--- config.mk ---
export PLATFORM = sky130hd
export DESIGN_NAME = uart_irq_ident
export DESIGN_NICKNAME = d
export VERILOG_FILES = /design/src/rtl/uart_irq_pkg.sv /design/src/rtl/irq_sticky_bank.sv /design/src/rtl/irq_fifo_cond.sv /design/src/rtl/irq_prio_enc.sv /design/src/rtl/uart_irq_ident.sv
export SDC_FILE = /design/constraint.sdc
export NUM_CORES = 1
export LEC_CHECK = 0
export ABC_AREA = 1
export BUFFER_PORTS_ARGS = -buffer_cell sky130_fd_sc_hd__buf_2
export CAP_MARGIN = 0
export CORE_MARGIN = 1.5
export CORE_UTILIZATION = 45
export DETAILED_ROUTE_END_ITERATION = 6
export GPL_TIMING_DRIVEN = 0
export PLACE_DENSITY = 0.9
export SLEW_MARGIN = 20
export SYNTH_ARGS = -nofsm -noshare
export SYNTH_HDL_FRONTEND = slang
export SYNTH_SLANG_ARGS = --single-unit
--- constraint.sdc ---
create_clock -name clk -period 2.2 [get_ports clk]
set_clock_uncertainty 0.1 [all_clocks]
set_input_delay 0.22 -clock clk [delete_from_list [all_inputs] [get_ports clk]]
set_output_delay 0.22 -clock clk [all_outputs]
set_load 0.01 [all_outputs]
--- src/rtl/uart_irq_pkg.sv ---
package uart_irq_pkg;

  localparam int unsigned N_LEVELS = 7;
  localparam int unsigned N_STICKY = 5;

  typedef enum logic [2:0] {
    LV_LINE   = 3'd0,
    LV_RXTRIG = 3'd1,
    LV_RXTO   = 3'd2,
    LV_TXTRIG = 3'd3,
    LV_MODEM  = 3'd4,
    LV_SPCHR  = 3'd5,
    LV_PINCHG = 3'd6
  } irq_level_e;

  localparam logic [5:0] NONE_CODE = 6'h01;

  function automatic logic [5:0] level_code(input int unsigned lv);
    logic [5:0] c;
    case (lv)
      0:       c = 6'h06;
      1:       c = 6'h04;
      2:       c = 6'h0C;
      3:       c = 6'h02;
      4:       c = 6'h00;
      5:       c = 6'h10;
      6:       c = 6'h20;
      default: c = NONE_CODE;
    endcase
    return c;
  endfunction

endpackage

--- src/rtl/irq_sticky_bank.sv ---
module irq_sticky_bank #(
  parameter int unsigned N = 5
) (
  input  logic         clk,
  input  logic         rst_n,
  input  logic [N-1:0] en_i,
  input  logic [N-1:0] set_i,
  input  logic [N-1:0] clr_i,
  output logic [N-1:0] flag_o
);

  logic [N-1:0] flag_d;
  logic [N-1:0] flag_q;

  for (genvar k = 0; k < N; k++) begin : g_flag
    always_comb begin
      if (!en_i[k]) begin
        flag_d[k] = 1'b0;
      end else if (set_i[k]) begin
        flag_d[k] = 1'b1;
      end else if (clr_i[k]) begin
        flag_d[k] = 1'b0;
      end else begin
        flag_d[k] = flag_q[k];
      end
    end

    always_ff @(posedge clk or negedge rst_n) begin
      if (!rst_n) begin
        flag_q[k] <= 1'b0;
      end else begin
        flag_q[k] <= flag_d[k];
      end
    end
  end

  assign flag_o = flag_q;

endmodule

--- src/rtl/irq_fifo_cond.sv ---
module irq_fifo_cond #(
  parameter int unsigned CNT_W = 7,
  parameter bit          IS_TX = 1'b0
) (
  input  logic             clk,
  input  logic             rst_n,
  input  logic             fifo_en_i,
  input  logic [CNT_W-1:0] cnt_i,
  input  logic [CNT_W-1:0] lvl_i,
  output logic             cond_o
);

  localparam logic [CNT_W-1:0] ONE = CNT_W'(1);

  logic [CNT_W-1:0] eff_lvl;
  logic             cond_d;
  logic             cond_q;

  assign eff_lvl = fifo_en_i ? lvl_i : ONE;

  if (IS_TX) begin : g_tx
    logic armed_d;
    logic armed_q;
    logic empty;

    assign empty = (cnt_i == '0);

    always_comb begin
      if (empty) begin
        armed_d = 1'b0;
      end else if (cnt_i > eff_lvl) begin
        armed_d = 1'b1;
      end else begin
        armed_d = armed_q;
      end
      cond_d = empty || (armed_q && (cnt_i < eff_lvl));
    end

    always_ff @(posedge clk or negedge rst_n) begin
      if (!rst_n) begin
        armed_q <= 1'b0;
      end else begin
        armed_q <= armed_d;
      end
    end
  end else begin : g_rx
    always_comb begin
      cond_d = (cnt_i >= eff_lvl);
    end
  end

  always_ff @(posedge clk or negedge rst_n) begin
    if (!rst_n) begin
      cond_q <= 1'b0;
    end else begin
      cond_q <= cond_d;
    end
  end

  assign cond_o = cond_q;

endmodule

--- src/rtl/irq_prio_enc.sv ---
module irq_prio_enc
  import uart_irq_pkg::*;
#(
  parameter int unsigned N = N_LEVELS
) (
  input  logic [N-1:0] pend_i,
  output logic [5:0]   code_o
);

  always_comb begin
    code_o = NONE_CODE;
    for (int i = N - 1; i >= 0; i--) begin
      if (pend_i[i]) begin
        code_o = level_code(i);
      end
    end
  end

endmodule

--- src/rtl/uart_irq_ident.sv ---
module uart_irq_ident
  import uart_irq_pkg::*;
#(
  parameter int unsigned CNT_W = 7
) (
  input  logic             clk,
  input  logic             rst_n,
  input  logic             fifo_en_i,
  input  logic [6:0]       en_i,
  input  logic [4:0]       evt_i,
  input  logic [4:0]       clr_i,
  input  logic [CNT_W-1:0] rx_cnt_i,
  input  logic [CNT_W-1:0] tx_cnt_i,
  input  logic [CNT_W-1:0] rx_lvl_i,
  input  logic [CNT_W-1:0] tx_lvl_i,
  output logic [7:0]       isr_o,
  output logic             irq_o
);

  logic [N_STICKY-1:0] st_en;
  logic [N_STICKY-1:0] st_flag;
  logic                rx_cond;
  logic                tx_cond;
  logic [N_LEVELS-1:0] en_q;
  logic                fifo_en_q;
  logic [N_LEVELS-1:0] pend;
  logic [5:0]          code;

  assign st_en = {en_i[LV_PINCHG], en_i[LV_SPCHR], en_i[LV_MODEM],
                  en_i[LV_RXTO], en_i[LV_LINE]};

  irq_sticky_bank #(.N(N_STICKY)) u_sticky (
    .clk    (clk),
    .rst_n  (rst_n),
    .en_i   (st_en),
    .set_i  (evt_i),
    .clr_i  (clr_i),
    .flag_o (st_flag)
  );

  irq_fifo_cond #(.CNT_W(CNT_W), .IS_TX(1'b0)) u_rx_cond (
    .clk       (clk),
    .rst_n     (rst_n),
    .fifo_en_i (fifo_en_i),
    .cnt_i     (rx_cnt_i),
    .lvl_i     (rx_lvl_i),
    .cond_o    (rx_cond)
  );

  irq_fifo_cond #(.CNT_W(CNT_W), .IS_TX(1'b1)) u_tx_cond (
    .clk       (clk),
    .rst_n     (rst_n),
    .fifo_en_i (fifo_en_i),
    .cnt_i     (tx_cnt_i),
    .lvl_i     (tx_lvl_i),
    .cond_o    (tx_cond)
  );

  always_ff @(posedge clk or negedge rst_n) begin
    if (!rst_n) begin
      en_q      <= '0;
      fifo_en_q <= 1'b0;
    end else begin
      en_q      <= en_i;
      fifo_en_q <= fifo_en_i;
    end
  end

  always_comb begin
    pend            = '0;
    pend[LV_LINE]   = st_flag[0];
    pend[LV_RXTRIG] = rx_cond;
    pend[LV_RXTO]   = st_flag[1];
    pend[LV_TXTRIG] = tx_cond;
    pend[LV_MODEM]  = st_flag[2];
    pend[LV_SPCHR]  = st_flag[3];
    pend[LV_PINCHG] = st_flag[4];
    pend            = pend & en_q;
  end

  irq_prio_enc #(.N(N_LEVELS)) u_enc (
    .pend_i (pend),
    .code_o (code)
  );

  assign isr_o = {{2{fifo_en_q}}, code};
  assign irq_o = |pend;

endmodule

Yosys cells after proc, flatten, opt, wreduce, memory -nomap -nowiden:

Cells that the tools add are included.

* flip-flop bits (word level): 16
* input port bits: 48
* output and inout bits: 9
* word-level logic and storage cells: 50

* $lt $le $gt $ge: 3
* equality and inequality tests: 5
* muxes and demuxes: 26
* bitwise logic cells: 1
* reductions and logical operators: 5

Operator list (number)
* 6-bit two-way mux: 7
* 1-bit two-way mux: 17
* 3-bit by 1-bit inequality test with 1-bit output, second input constant: 5
* 7-bit two-way mux: 2
* 7-bit bitwise AND: 1
* 7-bit greater-or-equal comparator: 1
* 7-bit > comparator: 1
* 7-bit logical NOT: 1
* 7-bit < comparator: 1
* 7-bit OR reduction: 1
* 2-bit nonzero test: 1
* 1-bit logical AND: 1
* 1-bit logical OR: 1

Depth between registers and ports, before layout:

Gate-level depths: netlist of run 1.

* depth in word-level cells: 8
* mapped depth: 10
* depth with buffers taken out: 10

By module:

From an unflattened synthesis of run 1, not the netlist that was laid out.

* cells, all modules: 158
* area, all modules: 1132.3 µm²

Modules (own cells, without submodules)
* irq_fifo_cond (u_tx_cond): times used 1, cells each 44, area each 290.3 µm², sequential area each 50.0 µm²
* uart_irq_ident: times used 1, cells each 30, area each 290.3 µm², sequential area each 200.2 µm²
* irq_sticky_bank: times used 1, cells each 30, area each 244.0 µm², sequential area each 125.1 µm²
* irq_fifo_cond (u_rx_cond): times used 1, cells each 37, area each 227.7 µm², sequential area each 25.0 µm²
* irq_prio_enc: times used 1, cells each 17, area each 80.1 µm², sequential area each 0.0 µm²

Least setup slack after synthesis of run 1:

No wires, ideal clock.

* path type: input-to-reg
* start point: input port fifo_en_i
* end point: register u_tx_cond.g_tx.armed_q
* library setup time: 121 ps
* data arrival time: 1163 ps
* required time: 1979 ps
* setup slack: 817 ps
* stages on the path: 9
* path buffers: 1
* cells stage by stage: buf_2 -> nand2_1 -> ha_1 -> nand2_2 -> inv_1 -> a21oi_1 -> nand2_2 -> nand2_1 -> a21oi_1

* cells in the longest elaborated chain, start to end: 3

Ends and longest elaborated chain
* start, declared: line uart_irq_ident.sv:8 `input logic fifo_en_i,`
* 7-bit two-way mux: line irq_fifo_cond.sv:19 `assign eff_lvl = fifo_en_i ? lvl_i : ONE;`
* 7-bit > comparator: line irq_fifo_cond.sv:31 `end else if (cnt_i > eff_lvl) begin`
* 2-bit nonzero test (no source line)
* end signal, assigned: line irq_fifo_cond.sv:43 `armed_q <= armed_d;`
* end, declared: line irq_fifo_cond.sv:23 `logic armed_q;`

Every way passes these cells.
A chain may end at the register's enable or synchronous reset.

Final worst setup path of run 1:

* start point: register u_sticky.flag_q[1], in the netlist u_sticky.flag_o[1]
* end point: output port isr_o[5]

* cells in the longest elaborated chain, start to end: 4

Ends and longest elaborated chain
* start, declared: line irq_sticky_bank.sv:13 `logic [N-1:0] flag_q;`
* start signal, assigned by index: line irq_sticky_bank.sv:32 `flag_q[k] <= flag_d[k];`
* 7-bit bitwise AND: line uart_irq_ident.sv:78 `pend = pend & en_q;`
* 6-bit two-way mux (3 in series): line irq_prio_enc.sv:13 `if (pend_i[i]) begin`
* end, declared: line uart_irq_ident.sv:16 `output logic [7:0] isr_o,`

Every way passes these cells.

==> results.py, run 1 <==
metrics = {
    "worst_setup_path": {
        "r2r_end": "u_sticky.flag_o[1]",
        "startpoint_type": "flip-flop",
        "rrSetupSlack_ps": 1350,
        "r2r_start": "u_sticky.flag_o[1]",
        "crit_path_end_kind": "output port",
        "slowest_delay_ps": 400,
        "crit_chain": "nand2_2 -> nand3_4 -> a21oi_4 -> nand3_1 -> nor2_1 -> buf_2",
        "worstPathArrival_ps": 1370,
        "path_class": "reg2out",
        "required_ps": 1880,
        "rr_worst_depth": 3,
        "path_max_fanout": 3,
        "critPathSlowestCell": "dfrtp_1",
    },
    "die": {
        "rows": 17,
        "start_util_pct": 47.7,
        "die_x_um": 51.4,
        "die_h_um": 51.4,
        "core_sq_um": 2210,
        "die_area_sq_um": 2640,
        "io_pins": 57,
    },
    "synthesis": {
        "synthTopCellsByCount": "31 x nand2_1, 16 x dfrtp_1, 16 x inv_1",
        "netlist_area_sq_um": 1050,
        "synthTopCellsByArea": "dfrtp_1 38%, ha_1 17%, nand2_1 11%",
        "ys_seq_area_share_pct": 38.0,
        "synth.most_common_cell": "nand2_1",
        "syn_inst": 124,
        "async_reset_ff_share_pct": 100,
        "synth_edf_count": 0,
        "yosysTopAreaCell": "dfrtp_1",
        "synth.ff_latch_count": 16,
        "synthFlopType": "dfrtp_1",
        "synth_top_area_share_pct": 38.0,
        "ys_types": 23,
        "avgSynthCellArea_sq_um": 8.51,
        "ys_warn_count": 0,
        "syn_nets": 186,
    },
    "timing": {
        "finalCritPeriodShare_pct": 76.8,
        "period_needed_ps": 1690,
        "clock.fmax_mhz": 592,
        "tightest_slew_ps": 337,
        "final.setup.worst_slack_ps": 510,
        "rsz0062_at_grt": "false",
        "hold_violations": 0,
        "max_slew_margin_pct": 77.5,
        "setup-violations-final": 0,
        "slew_violations": 0,
        "fin_tns_setup_ps": 0,
    },
    "pwr": {
        "total_power_mw": 0.662,
        "ir_drop_v": 0.000245,
        "p_leak_nw": 0.825,
        "power_density_nw_per_um2": 449,
    },
    "status": {
        "outcome": "finished clean",
    },
    "clocking": {
        "cts_resized": 0,
        "clockRootBuffer": "clkbuf_4",
        "path_clk_slew_ps": 80,
        "h-tree-depth": 1,
        "clk_latency_ps": 270,
        "cts.sinks": 16,
        "cts_tree": "done",
        "numCtsBuffers": 3,
        "clk_path_buf_depth": 2,
    },
    "global_routing": {
        "grt_pass1_vias": 979,
        "track_usage_pct": 18.7,
        "grt-ovfl-total": 0,
        "grt_pass1_wl_um": 3720,
        "grt_max_degree": 17,
        "antenna_found_initial": 0,
    },
    "route": {
        "wl_per_cell_um": 9.79,
        "totalWireLength_um": 2140,
        "vias": 1007,
        "drcViolationCount": 0,
        "first_iter_violations": 10,
        "vias_per_cell": 4.60,
        "first_pass_iters": 4,
        "ant_nets": 0,
    },
    "layout": {
        "syn2layout_area_growth_pct": 39.6,
        "regArea_sq_um": 400,
        "finalNetCount": 255,
        "insertedDiodeCount": 0,
        "drive_above_1_share_pct": 39.8,
        "multiInputGateArea_sq_um": 571,
        "num-fill-cells": 193,
    },
    "hold_path": {
        "hp-start": "fifo_en_i",
        "holdCritPathClass": "in2reg",
        "whs_path_depth": 1,
        "min_to": "fifo_en_q",
    },
    "flow_run": {
        "cap_violations": 0,
    },
    "place": {
        "io_buffers": 56,
        "preCtsSetupSlack_ps": 556,
        "gp_routability_congestion": 0.713,
        "hpwl_um": 1740,
    },
}
==> power by group <==
part | total (mW) | leakage (nW) | switching, mW | internal (mW)
sequential | 0.323 | 0.189 | 0.0108 | 0.312
clock | 0.137 | 0.0138 | 0.0737 | 0.0632
combinational | 0.202 | 0.622 | 0.100 | 0.101
total | 0.662 | 0.825 | 0.185 | 0.477
==> what timing repair did <==
action                    in CTS  in global routing
setup buffers                  0                  0
hold endpoints to repair      23                  0
hold buffers                   8                  0
==> worst max-delay path: cells and delay by family (launching register included) <==
family	cells	cell delay (ps)
and+or+nand+nor	4	410
buffers and inverters	1	150
DFF	1	400
AOI/OAI and AO/OA	1	140
==> logic make-up after synthesis <==
kind of cell / after synthesis / synth area share [%]
and+or+nand+nor: 58 / 26.5
buffers and inverters: 20 / 7.95
AOI/OAI and AO/OA: 16 / 11.0
DFF: 16 / 38.0
adders and majority gates: 14 / 16.6
==> registers in the layout, indices dropped and copies added (netlist names) <==
register,count
u_tx_cond.g_tx.armed_q,1
u_rx_cond.cond_o,1
u_sticky.flag_o,5
u_tx_cond.cond_o,1
fifo_en_q,1
en_q,7
==> metal layers <==
| layer | global-route usage (%) | vias to the layer above | part of all wire (%) |
|---|---|---|---|
| met1 | 20.9 | 422 | 44 |
| met2 | 35.0 | 51 | 48 |
| met4 | 6.58 | 0 | 0.42 |
| li1 | - | 532 | - |
| met5 | 0 | - | 0 |
| met3 | 3.22 | 2 | 8.0 |
==> stage by stage <==
stage               instance area, sq um  instances  hold WS (ps)  utilization (%)
floorplan                           1050        124          -176                -
global placement                    1370        208          37.1             61.9
detailed placement                  1370        208          38.5             61.9
CTS                                 1470        219          19.3             66.6
global route                        1470        219          11.8             66.6
finish                              1470        219          28.2             66.6
==> worst max path at each step <==
stage,start,to,slack (ps),cells past startpoint
floorplan,fifo_en_i,u_tx_cond.g_tx.armed_q,820,9
global placement,fifo_en_i,u_tx_cond.g_tx.armed_q,580,10
detailed placement,fifo_en_i,u_tx_cond.g_tx.armed_q,560,10
CTS,u_sticky.flag_o[1],isr_o[5],560,6
global route,u_sticky.flag_o[0],isr_o[5],380,6
finish,u_sticky.flag_o[1],isr_o[5],510,6
==> cell usage in the layout (no fill, tap or decap) <==
master | Yosys | layout
clkbuf_4 | 0 | 3
inv_2 | 1 | 1
buf_4 | 2 | 2
nand4_2 | 1 | 1
nand3_1 | 2 | 2
nand2_1 | 31 | 31
dfrtp_1 | 16 | 16
o21ai_1 | 3 | 3
inv_1 | 16 | 16
a21oi_1 | 4 | 4
nor2_4 | 1 | 1
nand4_1 | 1 | 1
dlygate4sd3_1 | 0 | 8
o21a_1 | 5 | 5
a211oi_1 | 1 | 1
nand3_4 | 1 | 1
a21oi_4 | 1 | 1
nor3_1 | 1 | 1
a21boi_1 | 1 | 1
or3_4 | 1 | 1
ha_1 | 14 | 14
o22ai_2 | 1 | 1
nor2_1 | 12 | 12
buf_2 | 1 | 57
nand2_2 | 7 | 7
==> cell type report <==
cell class	count	share of cell area [%]
plain buffers	3	1.36
inverters	17	4.33
well taps	28	2.38
flip-flops and latches	16	27.2
repair buffers	64	24.5
multi-input cells	88	38.7
clock buffers	3	1.53
Power figures use the tool's default switching activity.
==> run 2: changes to the inputs <==
CORE_UTILIZATION = 40   (was 45)
PLACE_DENSITY = 0.86   (was 0.9)
clock period = 1.5 ns   (was 2.2 ns; I/O delays follow)
==> run 2 against run 1 <==
Against the previous run:
- the run now ends with negative setup slack left
- clock-buffer cell count stayed put
- wire length grew 8.1%
- register-to-register slack worse by 700 ps
- sequential share of layout area is 1.6 points lower
- via count grew 3.1%
- non-clock buffer count increased by 7
- first-iteration DRC count down 50%
- clock power is 42% higher
- flip-flop and latch count is the same
- sequential power rose by 46%
- final area increased by 6.4%
- global-route usage decreased by 1.7 points
==> results.py, run 2 (same netlist as run 1, synthesis figures left out) <==
metrics = {
    "global_routing": {
        "grt_pass1_vias": 978,
        "antenna_found_initial": 0,
        "grt_max_degree": 17,
        "track_usage_pct": 16.9,
        "grt_pass1_wl_um": 3610,
        "grt-ovfl-total": 0,
    },
    "status": {
        "violations": "negative setup slack",
        "outcome": "finished, violations left",
    },
    "layout": {
        "largest_reg_flops": 7,
        "finalNonFillerCells": 228,
        "regMostFlops": "en_q",
        "insertedDiodeCount": 0,
        "final_cell_area_sq_um": 1570,
        "drive_above_1_share_pct": 40.4,
        "final_cell_mix": "55 x buf_2, 31 x nand2_1, 16 x inv_1, 16 x dfrtp_1, 14 x ha_1",
        "finalNetCount": 262,
        "syn2layout_area_growth_pct": 48.5,
        "final_common_cell": "buf_2",
    },
    "place": {
        "io_buffers": 56,
        "gp_routability_congestion": 0.732,
        "dp_cells": 210,
        "hpwl_um": 1780,
        "dpl_cell_area_sq_um": 1370,
    },
    "timing": {
        "setup-violations-final": 3,
        "clock.fmax_mhz": 647,
        "tightest_slew_ps": 341,
        "rsz0062_at_grt": "true",
        "finalCritPeriodShare_pct": 103,
        "hold_violations": 0,
        "period_needed_ps": 1550,
        "slew_violations": 0,
        "max_slew_margin_pct": 77.3,
        "final.setup.worst_slack_ps": -45.7,
        "hold_ws_ps": 16.4,
    },
    "worst_setup_path": {
        "slowest_delay_ps": 390,
        "required_ps": 1250,
        "rr_worst_depth": 3,
        "r2r_start": "u_sticky.flag_o[0]",
        "worstPathArrival_ps": 1300,
        "critPathSlowestCell": "dfrtp_1",
        "r2r_end": "u_sticky.flag_o[0]",
        "path_max_fanout": 3,
        "path_class": "reg2out",
        "startpoint": "u_sticky.flag_o[0]",
        "crit_path_end_kind": "output port",
        "startpoint_type": "flip-flop",
        "rrSetupSlack_ps": 650,
        "crit_chain": "nand2_2 -> nand3_4 -> a21oi_4 -> nand3_2 -> nor2_1 -> buf_2",
    },
    "clocking": {
        "clockRootBuffer": "clkbuf_4",
        "numCtsBuffers": 3,
        "clk_path_buf_depth": 2,
        "clk_latency_ps": 260,
        "h-tree-depth": 1,
        "path_clk_slew_ps": 70,
        "cts_tree": "done",
        "cts.sinks": 16,
    },
    "hold_path": {
        "min_to": "u_sticky.flag_o[0]",
        "whs_path_depth": 2,
        "holdCritPathClass": "in2reg",
        "hp-start": "evt_i[0]",
    },
    "route": {
        "vias_per_cell": 4.55,
        "first_pass_iters": 6,
        "vias": 1038,
        "first_iter_violations": 5,
        "ant_nets": 0,
        "drcViolationCount": 0,
        "totalWireLength_um": 2320,
        "wl_per_cell_um": 10.2,
    },
    "pwr": {
        "ir_drop_v": 0.000422,
        "p_leak_nw": 0.864,
        "power_density_nw_per_um2": 637,
    },
    "die": {
        "core_sq_um": 2480,
        "io_pins": 57,
        "die_x_um": 54.4,
        "die_area_sq_um": 2950,
        "rows": 18,
        "start_util_pct": 42.6,
        "die_h_um": 54.4,
    },
    "flow_run": {
        "cap_violations": 0,
    },
}
[run 2: area by class of cell]
class / instances / area (sq um)
Buffer: 3 / 20.0
Clock buffer: 3 / 22.5
Fill cell: 218 / 911
Inverter: 17 / 63.8
Multi-Input combinational cell: 88 / 581
Sequential cell: 16 / 400
Tap cell: 30 / 37.5
Timing Repair Buffer: 71 / 442
[run 2: timing repair]
item | in CTS | in global routing
hold buffers | 13 | 0
buffers inserted | 1 | 1
hold endpoints to repair | 28 | 0
endpoints found under the setup margin | 3 | 4
resized for setup | 1 | 4
pin swaps | 2 | 2
[run 2: metal layers]
layer,share of wire [%],GRT usage [%]
met1,40,17.2
met2,51,34.1
met4,0.56,6.25
met3,8.6,2.46
met5,0,0
[run 2: where the power goes]
| part | total [mW] | switching, mW | internal, mW | leakage [nW] |
|---|---|---|---|---|
| Clock | 0.195 | 0.103 | 0.0926 | 0.0138 |
| Sequential | 0.473 | 0.0152 | 0.458 | 0.189 |
| Combinational | 0.329 | 0.157 | 0.172 | 0.661 |
[run 2: worst max-delay path: cells and delay by family, from the launching register on]
family	cells	cell delay [ps]
flops	1	390
simple gates	4	360
compound gates	1	140
buf+inv	1	130
[run 2: worst max path at each step]
stage	to	slack [ps]	depth (start not counted)
3_3_place_gp	u_tx_cond.g_tx.armed_q	-70	10
6_report	isr_o[5]	-50	6
3_5_place_dp	u_tx_cond.g_tx.armed_q	-100	10
4_1_cts	isr_o[5]	-40	6
2_1_floorplan	u_tx_cond.g_tx.armed_q	190	9
5_1_grt	isr_o[5]	-170	6
[run 2: metrics by stage]
stage / util [%] / power (mW) / TNS, ps / worst slack (ps)
after floorplan: - / 0.642 / 0 / 187
after global placement: 55.4 / 0.753 / -110 / -71.1
after detailed placement: 55.4 / 0.761 / -175 / -95.3
after CTS: 62.1 / 0.997 / -61.2 / -39.1
after global routing: 63.2 / 1.08 / -462 / -173
final: 63.2 / 0.997 / -103 / -45.7
